--- config.mk ---
export PLATFORM = sky130hd
export DESIGN_NAME = frac_outdiv
export DESIGN_NICKNAME = d
export VERILOG_FILES = /design/src/rtl/frac_outdiv.sv
export SDC_FILE = /design/constraint.sdc
export NUM_CORES = 1
export LEC_CHECK = 0
export CELL_PAD_IN_SITES_DETAIL_PLACEMENT = 1
export CELL_PAD_IN_SITES_GLOBAL_PLACEMENT = 1
export CORE_MARGIN = 5
export CORE_UTILIZATION = 45
export CTS_BUF_LIST = sky130_fd_sc_hd__clkbuf_8 sky130_fd_sc_hd__clkbuf_16
export DETAILED_ROUTE_END_ITERATION = 6
export PLACE_DENSITY_LB_ADDON = 0.1
export SLEW_MARGIN = 10
export SYNTH_ARGS = -nofsm -noshare
export SYNTH_HDL_FRONTEND = slang
export SYNTH_SLANG_ARGS = --single-unit
--- constraint.sdc ---
create_clock -name vco_clk -period 5.4 [get_ports vco_clk]
set_clock_uncertainty 0.2 [all_clocks]
set_input_delay 0.54 -clock vco_clk [delete_from_list [all_inputs] [get_ports vco_clk]]
set_output_delay 0.54 -clock vco_clk [all_outputs]
set_load 0.1 [all_outputs]
--- src/rtl/frac_outdiv.sv ---
module frac_outdiv #(
  parameter int CW = 4
) (
  input  logic       vco_clk,
  input  logic       mrst,
  input  logic [2:0] nsel,
  output logic       fout,
  output logic       fout_n
);

  logic          run;
  logic [CW-1:0] cnt;
  logic [2:0]    code;
  logic          pq;
  logic          nq;

  function automatic logic [CW-1:0] last_of(input logic [2:0] k);
    case (k)
      3'd0:    last_of = CW'(0);
      3'd1:    last_of = CW'(2);
      3'd2:    last_of = CW'(1);
      3'd3:    last_of = CW'(2);
      3'd4:    last_of = CW'(3);
      3'd5:    last_of = CW'(5);
      3'd6:    last_of = CW'(7);
      default: last_of = CW'(11);
    endcase
  endfunction

  function automatic logic hi_of(input logic [2:0] k, input logic [CW-1:0] c);
    case (k)
      3'd0:    hi_of = 1'b1;
      3'd1:    hi_of = (c == '0);
      3'd3:    hi_of = (c <= CW'(1));
      default: hi_of = (c <= (last_of(k) >> 1));
    endcase
  endfunction

  function automatic logic lo_of(input logic [2:0] k, input logic [CW-1:0] c);
    case (k)
      3'd0:    lo_of = 1'b0;
      3'd1:    lo_of = (c <= CW'(1));
      3'd3:    lo_of = (c == '0);
      default: lo_of = (c <= (last_of(k) >> 1));
    endcase
  endfunction

  logic          wrap;
  logic [2:0]    nxt_code;
  logic [CW-1:0] nxt_cnt;

  assign wrap     = !run || (cnt == last_of(code));
  assign nxt_code = wrap ? nsel : code;
  assign nxt_cnt  = wrap ? '0 : cnt + CW'(1);

  always_ff @(posedge vco_clk) begin
    if (mrst || wrap) code <= nsel;
  end

  always_ff @(posedge vco_clk or posedge mrst) begin
    if (mrst) begin
      run <= 1'b0;
      cnt <= '0;
      pq  <= 1'b0;
    end else begin
      run <= 1'b1;
      cnt <= nxt_cnt;
      pq  <= hi_of(nxt_code, nxt_cnt) ^ nq;
    end
  end

  always_ff @(negedge vco_clk or posedge mrst) begin
    if (mrst) nq <= 1'b0;
    else      nq <= lo_of(code, cnt) ^ pq;
  end

  assign fout   = pq ^ nq;
  assign fout_n = ~fout;

endmodule

Word level (Yosys, flattened, before mapping)
Cells that the tools add are included.

operators by class
  add/subtract/negate cells = 1
  order comparisons = 4
  equality and inequality tests = 13
  mux-type cells = 9
  bitwise logic cells = 4
  reduce and logical (&&, ||, !) cells = 10

operators by type and width
  operator                                                        number
  case mux 4 bit (4 select lines)                                 2
  case mux 4 bit (6 select lines)                                 1
  equality test 3 bit, second input constant                      6
  equality test 3 x 2 -> 1 bit, second input constant             4
  two-way mux 4 bit                                               3
  less-or-equal comparator 4 x 1 -> 1 bit, second input constant  2
  less-or-equal comparator 4 x 3 -> 1 bit                         2
  zero test 4 bit                                                 2
  equality test 3 x 1 -> 1 bit, second input constant             2
  zero test 3 bit                                                 2
  case mux 1 bit (3 select lines)                                 2
  OR reduction 3 bit                                              2
  adder 4 x 1 -> 4 bit, second input constant                     1
  equality test 4 bit                                             1
  two-way mux 3 bit                                               1
  XOR 1 bit                                                       3
  logical OR 1 bit                                                2
  OR reduction 2 bit                                              1
  zero test 1 bit                                                 1
  inverter 1 bit                                                  1

word-level totals
  register bits after elaboration = 10
  output and inout bits = 2

Logic depth before layout (Yosys ltp)
Gate-level depths: netlist of run 1.

  depth after elaboration = 12
  mapped depth = 15

==> results of run 1 <==
## worst paths after layout
kind                            endpoint
max in group asynchronous             nq
min in group vco_clk              cnt[0]
worst min-delay path                  pq
worst max-delay path                  nq
worst min register to register    cnt[0]
worst max register to register        nq
## logic make-up after synthesis
kind of cell | share of synthesized area, %
xor+xnor | 8.07
compound gates | 19.6
fa+ha+maj | 13.0
simple gates | 18.9
mux | 2.88
buf+inv | 6.63
other cells | 0.432
flops | 30.5
## per-layer routing
metal	routed length [um]	track usage (%)	share of wire, %	vias to the layer above
met2	969	27.6	50	10
li1	-	-	-	344
met5	0	0	0	-
met1	887	19.8	45	332
met4	47	10.2	2.4	0
met3	45	3.60	2.3	4
## power breakdown
group | switching, mW | total, mW | internal (mW)
clock network | 0.0298 | 0.0796 | 0.0498
logic | 0.233 | 0.358 | 0.125
registers | 0.0447 | 0.145 | 0.100
## flip-flops by register name (all words and copies together) (netlist names)
name,cells
cnt,4
code,3
nq,1
pq,1
run,1
## final cells by class
cell class | instances | area share, %
clock buffer | 3 | 4.15
clock inverter | 1 | 0.377
inverter | 9 | 3.40
multi-input combinational | 74 | 56.7
sequential | 10 | 26.7
tap | 25 | 3.14
timing repair buffer | 6 | 5.53
## critical path, cell delays in order, from the launching register on
cell	delay, ps
edfxtp_1	500
and2b_2	290
o21ai_4	190
ha_1	260
nor2b_1	130
o21a_1	160
o21ai_0	160
nand2_1	90
a21oi_1	170
xor2_1	80
## synthesized netlist by cell type (2+ instances only)
library cell | instances | area, um^2
or3_1 | 2 | 12.5
nor2_1 | 10 | 37.5
nand4_1 | 2 | 12.5
xor2_1 | 5 | 43.8
clkbuf_1 | 2 | 7.51
ha_1 | 9 | 113
nand2b_1 | 3 | 18.8
nor3_1 | 2 | 10.0
inv_1 | 9 | 33.8
nand3_1 | 3 | 15.0
xnor2_1 | 3 | 26.3
nand2_1 | 4 | 15.0
o21ai_0 | 3 | 15.0
a22oi_1 | 2 | 15.0
nor2b_1 | 3 | 18.8
dfrtp_1 | 6 | 150
edfxtp_1 | 3 | 90.1
a21oi_1 | 7 | 35.0
## metrics by stage
stage	std cells	area (um^2)
floorplan	97	887
global placement	124	950
detailed placement	124	950
CTS	128	995
global route	128	995
finish	128	995
==> flow_summary_export.csv, run 1 <==
group,metric,value,unit
finish,final_nets,118,
finish,flow.area_growth_from_synthesis,14.6,%
yosys,syn-instance-count,97,
yosys,synth_fp_nets,111,
floorplan,die_area,2910,um^2
power_and_ir_drop,p_leak,0.431,nW
worst_setup_path,r2r_worst_path_depth,9,
finish,register_area,265,um^2
drt,dr.first_iter.drc_count,10,
floorplan,initial_utilization,48.7,%
global_routing,grt_use_total,16.8,%
finish,count_of_filler_cells_inserted_in_the_layout,213,
clocking,cts_inserted_buffers,3,
drt,vias_per_cell,5.39,
global_routing,grt.overflow.total,0,
global_routing,grt_pass1_vias,723,
drt,dr_total_vias,690,
yosys,synth.yosys.warnings,0,
finish,area_taken_by_multi_input_logic_gates,564,um^2
worst_setup_path,timing.critical_path.arrival,2280,ps
worst_setup_path,critical_path.endpoint_type,"flip-flop",
clocking,tritoncts_num_sinks,10,
global_routing,grt_antenna_before_repair,0,
worst_setup_path,timing.critical_path.fanout_max,9,
timing,final_hold_slack,380,ps
drt,detail_route.drc_violations,0,
clocking,htree_num_levels,1,
worst_setup_path,worst_setup_path_start_kind,"flip-flop",
clocking,tritoncts,"yes",
clocking,clock_tree.root_cell,"clkbuf_8",
timing,slew_violations,0,
floorplan,fp-row-count,15,
yosys,ff_latch_count_synth,10,
timing,worstMarginPinSlew,536,ps
finish,number_of_antenna_repair_diodes,0,
drt,wl_per_cell,15.2,um
yosys,postSynth.asyncResetShare,70.0,%
worst_setup_path,worst-endpoint-required,2600,ps
floorplan,die_height,53.9,um
yosys,synth_edf_count,3,
worst_setup_path,r2r_setup_slack,320,ps
floorplan,pin_count,7,
drt,route.final.wire_length,1.95,mm
clocking,hold_buffers,0,
drt,drtAntennaViolNets,0,
clocking,ctsResizeCount,0,
place,hpwl,1.51,mm
place,dp_slack,299,ps
clocking,cts_buffer_depth,2,
power_and_ir_drop,areal_power_density_over_the_cells,586,nW/um^2
finish,layout.cells.most_common_list,"10 x nor2_1, 9 x inv_1, 9 x ha_1, 7 x a21oi_1, 6 x dfrtp_1",
timing,final_setup_fails,0,
timing,max-slew-margin-rel,64.2,%
global_routing,maximum_number_of_pins_on_one_net_before_global_route_repair,12,
place,gp_routability_congestion,0.869,
run_status,run_status,"complete, no violations",
worst_setup_path,critical_path.reg2reg.startpoint,"code[0]",
worst_setup_path,worst_setup_path_startpoint,"code[0]",
place,placement.io_buffers,6,
drt,detailedRoute.firstPassIterationCount,4,
finish,drive_above_1_share,11.7,%
clocking,clkSlewWorstSetupHoldPaths,50,ps
timing,final.setup.worst_slack,317,ps
global_routing,grt_pass1_wl,3.31,mm
finish,finish.utilization,55.8,%
clocking,clkLatencyLatePin,260,ps
clocking,postCtsSetupBuffers,0,
run,cap_viol_max_count,0,
yosys,synth_cell_type_count,37,
floorplan,core-area,1780,um^2
floorplan,die_x,53.9,um
timing,finalHoldViolations,0,
timing,setup-tns-final,0,ps
timing,rsz0062_at_grt,"false",
worst_setup_path,critPathKind,"reg -> reg",
yosys,average_cell_area_after_synthesis,8.95,um^2
yosys,synth_area,868,um^2
finish,mostFrequentLayoutCell,"nor2_1",
min_path,min_path_type,"in -> async",
yosys,synth_sequential_area_ratio,30.5,%
yosys,postSynth.topFlopCell,"dfrtp_1",
power_and_ir_drop,vdd.ir_drop.worst,0.529,mV
power_and_ir_drop,design_power_total,0.583,mW
(Power assumes the default switching activity.)
==> run 2, diff against run 1 <==
- REMOVE_ABC_BUFFERS: not set -> 1
==> flow_summary_export.csv, run 2 (synthesized netlist as in run 1, its figures left out) <==
group,metric,value,unit
clocking,postCtsSetupBuffers,0,
finish,flow.area_growth_from_synthesis,12.4,%
clocking,hold_buffers,0,
worst_setup_path,cp-endpoint,"nq",
place,gp_routability_congestion,0.797,
drt,wl_per_cell,14.4,um
finish,drive_above_1_share,10.7,%
clocking,cts_inserted_buffers,3,
floorplan,pin_count,7,
finish,finish.utilization,54.7,%
power_and_ir_drop,switching_power_summed_over_all_nets,0.302,mW
worst_setup_path,critical_path.reg2reg.startpoint,"code[0]",
clocking,tritoncts,"yes",
clocking,clkLatencyLatePin,260,ps
drt,route.final.wire_length,1.84,mm
timing,final_hold_slack,353,ps
finish,fin_cells,128,
timing,worstMarginPinSlew,557,ps
worst_setup_path,cp_cell_sequence,"and2b_2, o21ai_4, ha_1, nor2b_1, o21a_1, o21ai_0, nand2_1, a21oi_1, xor2_1",
power_and_ir_drop,p_leak,0.432,nW
clocking,clkSlewWorstSetupHoldPaths,50,ps
clocking,clock_tree.root_cell,"clkbuf_8",
floorplan,fp-row-count,15,
place,placedInstanceArea,931,um^2
worst_setup_path,cp_num_cells,9,
run_status,run_status,"complete, no violations",
worst_setup_path,largest_delay_contributor_family_on_the_critical_path,"compound AO/OA/AOI/OAI gates",
worst_setup_path,critPathKind,"reg -> reg",
finish,flip_flop_count_of_the_largest_register_after_layout,4,
finish,count_of_filler_cells_inserted_in_the_layout,211,
worst_setup_path,r2r_worst_path_depth,9,
worst_setup_path,worstPathBufferInverterCount,0,
finish,layout.cells.most_common_list,"10 x inv_1, 10 x nor2_1, 9 x ha_1, 7 x a21oi_1, 6 x dfrtp_1",
worst_setup_path,worst_setup_path_startpoint,"code[0]",
worst_setup_path,timing.critical_path.arrival,2210,ps
min_path,min_path_type,"in -> async",
timing,setup-tns-final,0,ps
finish,number_of_antenna_repair_diodes,0,
drt,vias_per_cell,5.23,
power_and_ir_drop,areal_power_density_over_the_cells,584,nW/um^2
timing,finalHoldViolations,0,
power_and_ir_drop,cellInternalPower,0.268,mW
timing,final.setup.worst_slack,380,ps
drt,dr.first_iter.drc_count,2,
power_and_ir_drop,design_power_total,0.570,mW
power_and_ir_drop,power.share.sequential,24.0,%
worst_setup_path,worst-endpoint-required,2590,ps
power_and_ir_drop,comb_power_share,62.1,%
place,placement.io_buffers,6,
global_routing,grt.overflow.total,0,
floorplan,die_height,53.9,um
finish,biggestRegsByFlops,"cnt x4, code x3",
timing,final_setup_fails,0,
clocking,htree_num_levels,1,
worst_setup_path,worst_setup_path_start_kind,"flip-flop",
global_routing,grt_antenna_before_repair,0,
floorplan,die_x,53.9,um
worst_setup_path,cp_slowest_stage_delay,480,ps
worst_setup_path,r2r-end,"nq",
place,dp_cells,124,
global_routing,grt_pass1_wl,3.39,mm
drt,detail_route.drc_violations,0,
floorplan,core-area,1780,um^2
power_and_ir_drop,power.clock.fraction,13.9,%
worst_setup_path,critical_path.endpoint_type,"flip-flop",
drt,dr_total_vias,670,
finish,final_nets,118,
global_routing,maximum_number_of_pins_on_one_net_before_global_route_repair,12,
power_and_ir_drop,vdd.ir_drop.worst,0.335,mV
finish,layout.cell_area.non_filler,976,um^2
run,cap_viol_max_count,0,
worst_setup_path,cpMaxStageDelayCell,"edfxtp_1",
timing,rsz0062_at_grt,"false",
timing,max-slew-margin-rel,62.8,%
floorplan,initial_utilization,48.7,%
worst_setup_path,r2r_setup_slack,380,ps
drt,drtAntennaViolNets,0,
power_and_ir_drop,power.share.switching,52.9,%
clocking,tritoncts_num_sinks,10,
timing,slew_violations,0,
floorplan,die_area,2910,um^2
global_routing,grt_use_total,16.9,%
global_routing,grt_pass1_vias,743,
clocking,ctsResizeCount,0,
worst_setup_path,timing.critical_path.fanout_max,9,
clocking,cts_buffer_depth,2,
place,dp_slack,366,ps
finish,largest-register,"cnt",
drt,detailedRoute.firstPassIterationCount,2,
place,hpwl,1.42,mm
==> run 2: cell type report <==
| class | instances | area, um^2 | area share (%) |
|---|---|---|---|
| clock inverters | 1 | 3.75 | 0.385 |
| clock buffers | 3 | 41.3 | 4.23 |
| inverters | 9 | 33.8 | 3.46 |
| repair buffers | 6 | 55.1 | 5.64 |
| flip-flops and latches | 10 | 265 | 27.2 |
| well taps | 25 | 31.3 | 3.21 |
| multi-input cells | 74 | 546 | 55.9 |
==> run 2: how the worst min path moves through the flow <==
stage	endpoint	slack, ps	cells after the start
finish	cnt[0]	350	2
detailed placement	cnt[3]	480	2
floorplan	cnt[0]	150	1
CTS	pq	350	2
global placement	cnt[3]	480	2
global route	cnt[0]	410	2
==> run 2: layer usage <==
metal  routed length (um)  track usage [%]  up-vias
li1                     -                -      347
met1                  903             20.8      309
met2                  857             27.6        9
met3                   30             2.49        5
met4                   52             10.2        0
met5                    0                0        -
==> run 2: worst register-to-register path: cells and delay by family, from the launching register on <==
family                     cells  cell delay (ps)
and+or+nand+nor                3              490
DFF                            1              480
xor gates and xnor gates       1               90
AOI/OAI and AO/OA              4              650
adders and majority gates      1              260
==> run 2: power groups by stage <==
stage	registers [mW]	logic, mW	clock network (mW)
3_5_place_dp	0.138	0.355	0
5_1_grt	0.142	0.391	0.0843
2_1_floorplan	0.127	0.287	0
3_3_place_gp	0.138	0.347	0
6_report	0.137	0.354	0.0791
4_1_cts	0.137	0.359	0.0813
